File: src/rtl/ptw_pkg.sv
`timescale 1ns/1ps
package ptw_pkg;

    localparam int VA_W        = 32;
    localparam int PAGE_BITS   = 12;
    localparam int ENTRY_W     = 32;
    localparam int ENTRY_SHIFT = 2;
    localparam int IDX_W       = PAGE_BITS - ENTRY_SHIFT;
    localparam int DIR_W       = VA_W - PAGE_BITS - IDX_W;
    localparam int FRAME_W     = ENTRY_W - PAGE_BITS;
    localparam int PA_W        = FRAME_W + PAGE_BITS;
    localparam int ATTR_W      = PAGE_BITS - 1;

    typedef enum logic [1:0] {
        WS_IDLE = 2'd0,
        WS_DIR  = 2'd1,
        WS_TBL  = 2'd2,
        WS_DONE = 2'd3
    } walk_state_e;

    typedef enum logic [1:0] {
        WF_NONE = 2'd0,
        WF_DIR  = 2'd1,
        WF_TBL  = 2'd2
    } walk_fault_e;

    typedef struct packed {
        logic [FRAME_W-1:0] frame;
        logic [ATTR_W-1:0]  attrs;
        logic               present;
    } pt_entry_t;

    function automatic logic [VA_W-1:0] dir_slot(input logic [VA_W-1:0] root,
                                                 input logic [DIR_W-1:0] idx);
        logic [VA_W-1:0] step;
        step = VA_W'({idx, {ENTRY_SHIFT{1'b0}}});
        return root + step;
    endfunction

    function automatic logic [VA_W-1:0] tbl_slot(input logic [FRAME_W-1:0] frame,
                                                 input logic [IDX_W-1:0] idx);
        return {frame, idx, {ENTRY_SHIFT{1'b0}}};
    endfunction

    function automatic logic [PA_W-1:0] join_pa(input logic [FRAME_W-1:0] frame,
                                                input logic [PAGE_BITS-1:0] off);
        return {frame, off};
    endfunction

endpackage

File: src/rtl/ptw_req_capture.sv
`timescale 1ns/1ps
module ptw_req_capture #(
    parameter int IDX_W     = ptw_pkg::IDX_W,
    parameter int PAGE_BITS = ptw_pkg::PAGE_BITS,
    localparam int LOW_W    = IDX_W + PAGE_BITS
) (
    input  logic                 clk,
    input  logic                 rst,
    input  logic                 load,
    input  logic [LOW_W-1:0]     low_in,
    output logic [IDX_W-1:0]     tbl_idx,
    output logic [PAGE_BITS-1:0] page_off
);

    logic [LOW_W-1:0] low_q;

    always_ff @(posedge clk) begin
        if (rst) begin
            low_q <= '0;
        end else if (load) begin
            low_q <= low_in;
        end
    end

    assign tbl_idx  = low_q[LOW_W-1:PAGE_BITS];
    assign page_off = low_q[PAGE_BITS-1:0];

endmodule

File: src/rtl/ptw_mem_port.sv
`timescale 1ns/1ps
module ptw_mem_port #(
    parameter int AW = ptw_pkg::VA_W,
    parameter int DW = ptw_pkg::ENTRY_W
) (
    input  logic          clk,
    input  logic          rst,
    input  logic          issue,
    input  logic [AW-1:0] issue_addr,
    input  logic          mem_ack,
    input  logic [DW-1:0] mem_rdata,
    output logic          mem_req,
    output logic [AW-1:0] mem_addr,
    output logic          resp_valid,
    output logic [DW-1:0] resp_data
);

    logic          req_q;
    logic [AW-1:0] addr_q;

    always_ff @(posedge clk) begin
        if (rst) begin
            req_q  <= 1'b0;
            addr_q <= '0;
        end else if (issue) begin
            req_q  <= 1'b1;
            addr_q <= issue_addr;
        end else if (req_q && mem_ack) begin
            req_q  <= 1'b0;
        end
    end

    assign mem_req    = req_q;
    assign mem_addr   = addr_q;
    assign resp_valid = req_q && mem_ack;
    assign resp_data  = mem_rdata;

    AST_REQ_HELD: assert property (@(posedge clk) disable iff (rst)
        (mem_req && !mem_ack) |=> (mem_req && $stable(mem_addr)));

    AST_STRAY_ACK: assert property (@(posedge clk) disable iff (rst)
        (!mem_req && !issue) |=> !mem_req);

endmodule

File: src/rtl/ptw_walk_ctrl.sv
`timescale 1ns/1ps
module ptw_walk_ctrl
    import ptw_pkg::*;
#(
    parameter int AW    = VA_W,
    parameter int DW    = ENTRY_W,
    parameter int DIRW  = DIR_W,
    parameter int TIDXW = IDX_W,
    parameter int OFFW  = PAGE_BITS,
    parameter int PAW   = PA_W
) (
    input  logic             clk,
    input  logic             rst,
    input  logic             walk_valid,
    input  logic [DIRW-1:0]  dir_idx,
    input  logic [AW-1:0]    walk_root,
    input  logic [TIDXW-1:0] tbl_idx,
    input  logic [OFFW-1:0]  page_off,
    input  logic             resp_valid,
    input  logic [DW-1:0]    resp_data,
    output logic             walk_ready,
    output logic             load,
    output logic             issue,
    output logic [AW-1:0]    issue_addr,
    output logic             done_valid,
    output logic [PAW-1:0]   done_paddr,
    output walk_fault_e      done_fault
);

    walk_state_e    state_q, state_d;
    pt_entry_t      entry;
    logic           fin;
    walk_fault_e    fin_fault;
    logic [PAW-1:0] fin_pa;

    assign entry = pt_entry_t'(resp_data);

    always_comb begin
        state_d    = state_q;
        issue      = 1'b0;
        issue_addr = '0;
        fin        = 1'b0;
        fin_fault  = WF_NONE;
        fin_pa     = '0;
        case (state_q)
            WS_IDLE: begin
                if (walk_valid) begin
                    issue      = 1'b1;
                    issue_addr = dir_slot(walk_root, dir_idx);
                    state_d    = WS_DIR;
                end
            end
            WS_DIR: begin
                if (resp_valid) begin
                    if (entry.present) begin
                        issue      = 1'b1;
                        issue_addr = tbl_slot(entry.frame, tbl_idx);
                        state_d    = WS_TBL;
                    end else begin
                        fin       = 1'b1;
                        fin_fault = WF_DIR;
                        state_d   = WS_DONE;
                    end
                end
            end
            WS_TBL: begin
                if (resp_valid) begin
                    fin     = 1'b1;
                    state_d = WS_DONE;
                    if (entry.present) begin
                        fin_pa = join_pa(entry.frame, page_off);
                    end else begin
                        fin_fault = WF_TBL;
                    end
                end
            end
            default: begin
                state_d = WS_IDLE;
            end
        endcase
    end

    always_ff @(posedge clk) begin
        if (rst) begin
            state_q    <= WS_IDLE;
            done_paddr <= '0;
            done_fault <= WF_NONE;
        end else begin
            state_q <= state_d;
            if (fin) begin
                done_paddr <= fin_pa;
                done_fault <= fin_fault;
            end
        end
    end

    assign walk_ready = (state_q == WS_IDLE);
    assign load       = walk_ready && walk_valid;
    assign done_valid = (state_q == WS_DONE);

    AST_DONE_ONE_CYCLE: assert property (@(posedge clk) disable iff (rst)
        done_valid |=> (!done_valid && walk_ready));

    AST_FAULT_ZERO_PA: assert property (@(posedge clk) disable iff (rst)
        (done_valid && done_fault != WF_NONE) |-> (done_paddr == '0));

    AST_DIR_MISS_NO_READ: assert property (@(posedge clk) disable iff (rst)
        (state_q == WS_DIR && resp_valid && !entry.present) |=> (done_valid && done_fault == WF_DIR));

endmodule

File: src/rtl/pt_walker.sv
`timescale 1ns/1ps
module pt_walker
    import ptw_pkg::*;
(
    input  logic              clk,
    input  logic              rst,
    input  logic              walk_valid,
    output logic              walk_ready,
    input  logic [VA_W-1:0]   walk_vaddr,
    input  logic [VA_W-1:0]   walk_root,
    output logic              done_valid,
    output logic [PA_W-1:0]   done_paddr,
    output logic [1:0]        done_fault,
    output logic              mem_req,
    output logic [VA_W-1:0]   mem_addr,
    input  logic              mem_ack,
    input  logic [ENTRY_W-1:0] mem_rdata
);

    localparam int LOW_W = IDX_W + PAGE_BITS;

    logic                 load;
    logic                 issue;
    logic [VA_W-1:0]      issue_addr;
    logic                 resp_valid;
    logic [ENTRY_W-1:0]   resp_data;
    logic [IDX_W-1:0]     tbl_idx;
    logic [PAGE_BITS-1:0] page_off;
    walk_fault_e          fault_code;

    ptw_req_capture #(
        .IDX_W     (IDX_W),
        .PAGE_BITS (PAGE_BITS)
    ) u_capture (
        .clk      (clk),
        .rst      (rst),
        .load     (load),
        .low_in   (walk_vaddr[LOW_W-1:0]),
        .tbl_idx  (tbl_idx),
        .page_off (page_off)
    );

    ptw_walk_ctrl #(
        .AW    (VA_W),
        .DW    (ENTRY_W),
        .DIRW  (DIR_W),
        .TIDXW (IDX_W),
        .OFFW  (PAGE_BITS),
        .PAW   (PA_W)
    ) u_ctrl (
        .clk        (clk),
        .rst        (rst),
        .walk_valid (walk_valid),
        .dir_idx    (walk_vaddr[VA_W-1:LOW_W]),
        .walk_root  (walk_root),
        .tbl_idx    (tbl_idx),
        .page_off   (page_off),
        .resp_valid (resp_valid),
        .resp_data  (resp_data),
        .walk_ready (walk_ready),
        .load       (load),
        .issue      (issue),
        .issue_addr (issue_addr),
        .done_valid (done_valid),
        .done_paddr (done_paddr),
        .done_fault (fault_code)
    );

    ptw_mem_port #(
        .AW (VA_W),
        .DW (ENTRY_W)
    ) u_port (
        .clk        (clk),
        .rst        (rst),
        .issue      (issue),
        .issue_addr (issue_addr),
        .mem_ack    (mem_ack),
        .mem_rdata  (mem_rdata),
        .mem_req    (mem_req),
        .mem_addr   (mem_addr),
        .resp_valid (resp_valid),
        .resp_data  (resp_data)
    );

    assign done_fault = fault_code;

    AST_READY_NO_REQ: assert property (@(posedge clk) disable iff (rst)
        walk_ready |-> (!mem_req && !done_valid));

    AST_ACCEPT_READS: assert property (@(posedge clk) disable iff (rst)
        (walk_valid && walk_ready) |=> (mem_req && mem_addr == $past(walk_root) + {$past(walk_vaddr[31:22]), 2'b00}));

    AST_FAULT_CODE_LEGAL: assert property (@(posedge clk) disable iff (rst)
        done_valid |-> (done_fault != 2'd3));

endmodule

File: config.mk
export PLATFORM = sky130hd
export DESIGN_NAME = pt_walker
export DESIGN_NICKNAME = d
export VERILOG_FILES = /design/src/rtl/ptw_pkg.sv /design/src/rtl/ptw_req_capture.sv /design/src/rtl/ptw_mem_port.sv /design/src/rtl/ptw_walk_ctrl.sv /design/src/rtl/pt_walker.sv
export SDC_FILE = /design/constraint.sdc
export NUM_CORES = 1
export LEC_CHECK = 0
export BUFFER_PORTS_ARGS = -buffer_cell sky130_fd_sc_hd__buf_4
export CELL_PAD_IN_SITES_DETAIL_PLACEMENT = 1
export CELL_PAD_IN_SITES_GLOBAL_PLACEMENT = 2
export CORE_UTILIZATION = 30
export CTS_BUF_LIST = sky130_fd_sc_hd__clkbuf_8
export DETAILED_ROUTE_END_ITERATION = 10
export PLACE_DENSITY = 0.95
export SLEW_MARGIN = 25
export SYNTH_ARGS = -nofsm -noshare
export SYNTH_HDL_FRONTEND = slang
export SYNTH_SLANG_ARGS = --single-unit
File: constraint.sdc
create_clock -name clk -period 5.8 [get_ports clk]
set_clock_uncertainty 0.15 [all_clocks]
set_input_delay 1.16 -clock clk [delete_from_list [all_inputs] [get_ports clk]]
set_output_delay 1.16 -clock clk [all_outputs]
set_load 0.005 [all_outputs]
## Yosys cells after proc, flatten, opt, wreduce, memory -nomap -nowiden

Cells that the tools add are included.
W data, S select, Z words.

| cells by class | value |
|---|---|
| reductions and logical operators | 5 |
| $add $sub $neg | 1 |
| equality and inequality tests | 6 |
| muxes and demuxes | 27 |

Operators by type and width:

| cell | number |
|---|---|
| $mux W32 | 6 |
| $pmux W32 S2 | 1 |
| $add A32 B12 Y32 | 1 |
| $mux W2 | 6 |
| $mux W1 | 10 |
| $ne A2 B2 Y1 const B | 3 |
| $pmux W2 S3 | 1 |
| $eq A2 B2 Y1 const B | 2 |
| $pmux W1 S2 | 2 |
| $pmux W2 S2 | 1 |
| $reduce_and A3 Y1 | 1 |
| $eq A2 B1 Y1 const B | 1 |
| $logic_and A1 B1 Y1 | 2 |
| $logic_not A2 Y1 | 1 |
| $reduce_bool A2 Y1 | 1 |

| word-level totals | value |
|---|---|
| bits in registers | 91 |
| output and inout bits | 69 |
| input port bits | 100 |

## Longest topological paths before layout

| logic depth | value |
|---|---|
| word-level depth | 4 |
| depth in mapped cells | 9 |
| gate-level depth less buffers | 8 |

## Hierarchy

Synthesis repeated with hierarchy kept, for this count alone.

| unflattened totals | value |
|---|---|
| cell total of the unflattened synthesis | 581 |
| area, all modules | 5,067.4 µm² |

Modules (own cells, without submodules):

| module | cells each | instances | area each (µm²) |
|---|---|---|---|
| ptw_walk_ctrl | 369 | 1 | 2,813.9 |
| ptw_mem_port | 141 | 1 | 1,451.4 |
| ptw_req_capture | 71 | 1 | 802.0 |

## Worst setup path before layout

Ideal clock, no wire load.

| timing path | value |
|---|---|
| kind | input to register |
| start | in walk_vaddr[22] |
| end | reg u_port.addr_q[20], in the netlist u_port.mem_addr[20] |
| arrival | 2.950 ns |
| setup time | 0.062 ns |
| buffers on the path | 0 |
| stages | 8 |
| required time | 5.588 ns |
| path slack | 2.638 ns |
| cell sequence | ha_1 > inv_1 > fa_1 > nand2b_1 > a211oi_4 > o21ai_2 > or4_1 > nand3_1 |

| on the way | value |
|---|---|
| cells in the longest elaborated chain, start to end | 3 |

RTL lines:

| what | RTL line | RTL |
|---|---|---|
| start, declared | pt_walker.sv:9 | `input logic [VA_W-1:0] walk_vaddr,` |
| $add A32 B12 Y32 | ptw_pkg.sv:37 | `return root + step;` |
| $mux W32 | ptw_walk_ctrl.sv:47 | `if (walk_valid) begin` |
| $pmux W32 S2 | ptw_walk_ctrl.sv:45 | `case (state_q)` |
| end signal, assigned | ptw_mem_port.sv:27 | `addr_q <= issue_addr;` |
| end, declared | ptw_mem_port.sv:19 | `logic [AW-1:0] addr_q;` |

Every way passes these cells.
A chain may end at the register's enable or synchronous reset.

## Worst setup path in the final report

| timing path | value |
|---|---|
| start | in walk_vaddr[23] |
| end | reg u_port.addr_q[17], in the netlist u_port.mem_addr[17] |

Same word-level chain as after synthesis.

==> metrics.csv <==
stage,metric,value,unit
worst_setup_path,cp.arrival,3250,ps
worst_setup_path,start_kind,primary input,
min_path,hold_class,flop to flop,
finish,nNetsFinal,828,
clocking,cts-hold-fix-buffers,0,
timing,drv_slew,0,
finish,fin_area,6130,um^2
worst_setup_path,critPathMaxStageDelay,470,ps
synth,ys_types,64,
clocking,insertion_delay,370,ps
worst_setup_path,cpLargestDelayFamily,compound AO/OA/AOI/OAI gates,
timing,fin_crit,3130,ps
synth,synth_warnings,0,
timing,final.period_utilization,53.9,%
run_status,status,completed,
floorplanning,die_h,126,um
synth,synth-edff-count,0,
routing,wl_met3,623,um
clocking,cts_htree_levels,3,
grt,grt.overflow.total,0,
clocking,cts_sinks,91,
power_and_ir_drop,peakVddDrop,103,uV
timing,tightest_slew,919,ps
clocking,cts_tree,done,
synth,syn_nets,693,
synth,synth-seq-cells,91,
floorplanning,rows,44,
grt,grt_max_degree,90,
routing,post_drt_wl_per_cell,18.7,um
floorplanning,coreArea,14800,um^2
finish,drive_above_1_share,27.2,%
synth,synthesis.area,4620,um^2
finish,n_antenna_cell,0,
routing,vias,4929,
synth,async_reset_ff_share,0,%
worst_setup_path,cp_max_fo,7,
clocking,cts_resized,0,
grt,antenna_found_initial,0,
placement,port_buffers,157,
synth,yosys-top-cells-area,"dfxtp_1, a21oi_1, nand2_1",
clocking,postCtsSetupBuffers,0,
timing,setup_violations,0,
timing,rsz0062_at_grt,false,
finish,syn_to_final_growth,32.6,%
clocking,clk_path_buf_depth,2,
routing,highest_layer,met4,
routing,drtAntennaViolNets,0,
synth,synth_top_area_share,39.4,%
placement,dpl.hpwl,12500,um
synth,syn_area_per_cell,7.99,um^2
worst_setup_path,critical_path_class,primary input to flop,
worst_setup_path,crit_path_end_kind,flop,
synth,ys_top_cells_by_count,"dfxtp_1, nand2_1, a21oi_1, nor2_1, a22oi_1",
routing,met2_length,8210,um
floorplanning,dieArea,15900,um^2
routing,viasPerCell,5.46,
power_and_ir_drop,p_per_area,302,nW/um^2
floorplanning,die_w,126,um
clocking,path_clk_slew,100,ps
timing,slew_headroom,38.8,%
placement,gp_congestion,0.815,
floorplanning,io_pins,169,
floorplanning,initial_utilization,31.3,%
routing,drtIter0Drc,351,
clocking,cts_buffers,9,
placement,place_area,5940,um^2
synth,synth_flop_cell,dfxtp_1,
clocking,root_buffer,clkbuf_8,
synth,synth_top_area_cell,dfxtp_1,
finish,seq_area,1820,um^2
routing,drc,0,
timing,hold_violations,0,
worst_setup_path,cp_cell_sequence,buf_4 -> ha_1 -> a211oi_1 -> nor3_2 -> o2111ai_2 -> a2111oi_0 -> a311o_1,
timing,fin_setup_tns,0,ps
routing,routed_wl,16900,um
synth,synthCells,578,
synth,yosysMostFrequentCell,dfxtp_1,
routing,dr.pass1.iters,4,
finish,multi_input_area,2610,um^2
grt,grt_pass1_wl,26800,um
synth,ys_seq_area_share,39.4,%
worst_setup_path,reg2reg_slack,2840,ps
routing,wl_met1,7730,um
worst_setup_path,cpMaxStageDelayCell,o2111ai_2,
finish,fillers,1781,
power_and_ir_drop,leakage,2.52,nW
timing,fmaxAchievable,0.320,GHz
grt,first_global_vias,5087,
worst_setup_path,required,5920,ps
worst_setup_path,crit_buf_inv,1,
run,cap_violations,0,
grt,track_usage,21.4,%
==> stage by stage <==
| step | hold WS [ps] | setup WS, ps | instances | utilization (%) | power, mW |
|---|---|---|---|---|---|
| floorplan | 286 | 2640 | 578 | - | 1.14 |
| CTS | 316 | 2650 | 902 | 41.5 | 1.86 |
| global placement | 294 | 2260 | 886 | 40.2 | 1.41 |
| detailed placement | 301 | 2240 | 886 | 40.2 | 1.43 |
| global route | 339 | 2510 | 902 | 41.5 | 1.96 |
| finish | 315 | 2670 | 902 | 41.5 | 1.85 |
==> flip-flops by register name, summed over array words and instances, names as in the netlist <==
signal,cells
u_port.mem_addr,32
u_capture.low_q,22
u_ctrl.state_q,2
u_ctrl.done_fault,2
u_ctrl.done_paddr,32
u_port.mem_req,1
==> cell usage in the layout (no fill, tap or decap), drive strengths merged, types with 4 or more instances in the layout <==
| cell type | count |
|---|---|
| a22oi | 40 |
| clkbuf | 9 |
| a221oi | 5 |
| ha | 14 |
| inv | 16 |
| a31oi | 5 |
| nor3 | 7 |
| nand2 | 81 |
| a21oi | 63 |
| buf | 164 |
| nor3b | 4 |
| o21ai | 11 |
| o211ai | 12 |
| or3 | 5 |
| a21o | 6 |
| and3 | 10 |
| nand2b | 6 |
| and2 | 4 |
| nor2 | 58 |
| nand3 | 35 |
| dfxtp | 91 |
| or4 | 5 |
| nand4 | 6 |
| o2111ai | 6 |
==> routing by layer <==
layer	global-route usage, %	vias up
met5	0	-
met3	2.76	20
met1	27.5	2396
met4	7.16	0
met2	36.9	125
li1	-	2388
==> final cells by class <==
class	instances	area share (%)
Clock buffer	9	2.02
Clock inverter	7	1.08
Inverter	11	0.674
Multi-Input combinational cell	436	42.6
Sequential cell	91	29.7
Tap cell	184	3.76
Timing Repair Buffer	164	20.1
==> worst register-to-register path, cell delays in order, from the launching register on <==
cell and delay, ps:
dfxtp_1 350, inv_1 100, ha_1 260, and2_1 710
buf_4 370, nand2b_1 300, or4_1 580, nand3_1 90
==> report_power, final <==
part	total (mW)	internal, mW	switching, mW
registers	0.781	0.720	0.0605
clock network	0.431	0.168	0.263
logic	0.636	0.276	0.360
total	1.85	1.16	0.684
==> path summary, 6_finish.rpt <==
path | start | endpoint | depth (start not counted)
setup / recovery | walk_vaddr[23] | u_port.mem_addr[17] | 7
hold / removal | u_capture.low_q[0] | u_capture.low_q[0] | 2
hold reg to reg | u_capture.low_q[0] | u_capture.low_q[0] | 2
setup reg to reg | u_ctrl.state_q[0] | u_port.mem_addr[20] | 7
==> cell families after synthesis <==
kind of cell	after synthesis	share of synthesized area (%)
and+or+nand+nor	239	24.9
adders and majority gates	15	4.23
buffers and inverters	51	4.23
DFF	91	39.4
AOI/OAI and AO/OA	175	25.8
muxes	3	0.650
xor gates and xnor gates	4	0.759
Power figures use the tool's default switching activity.
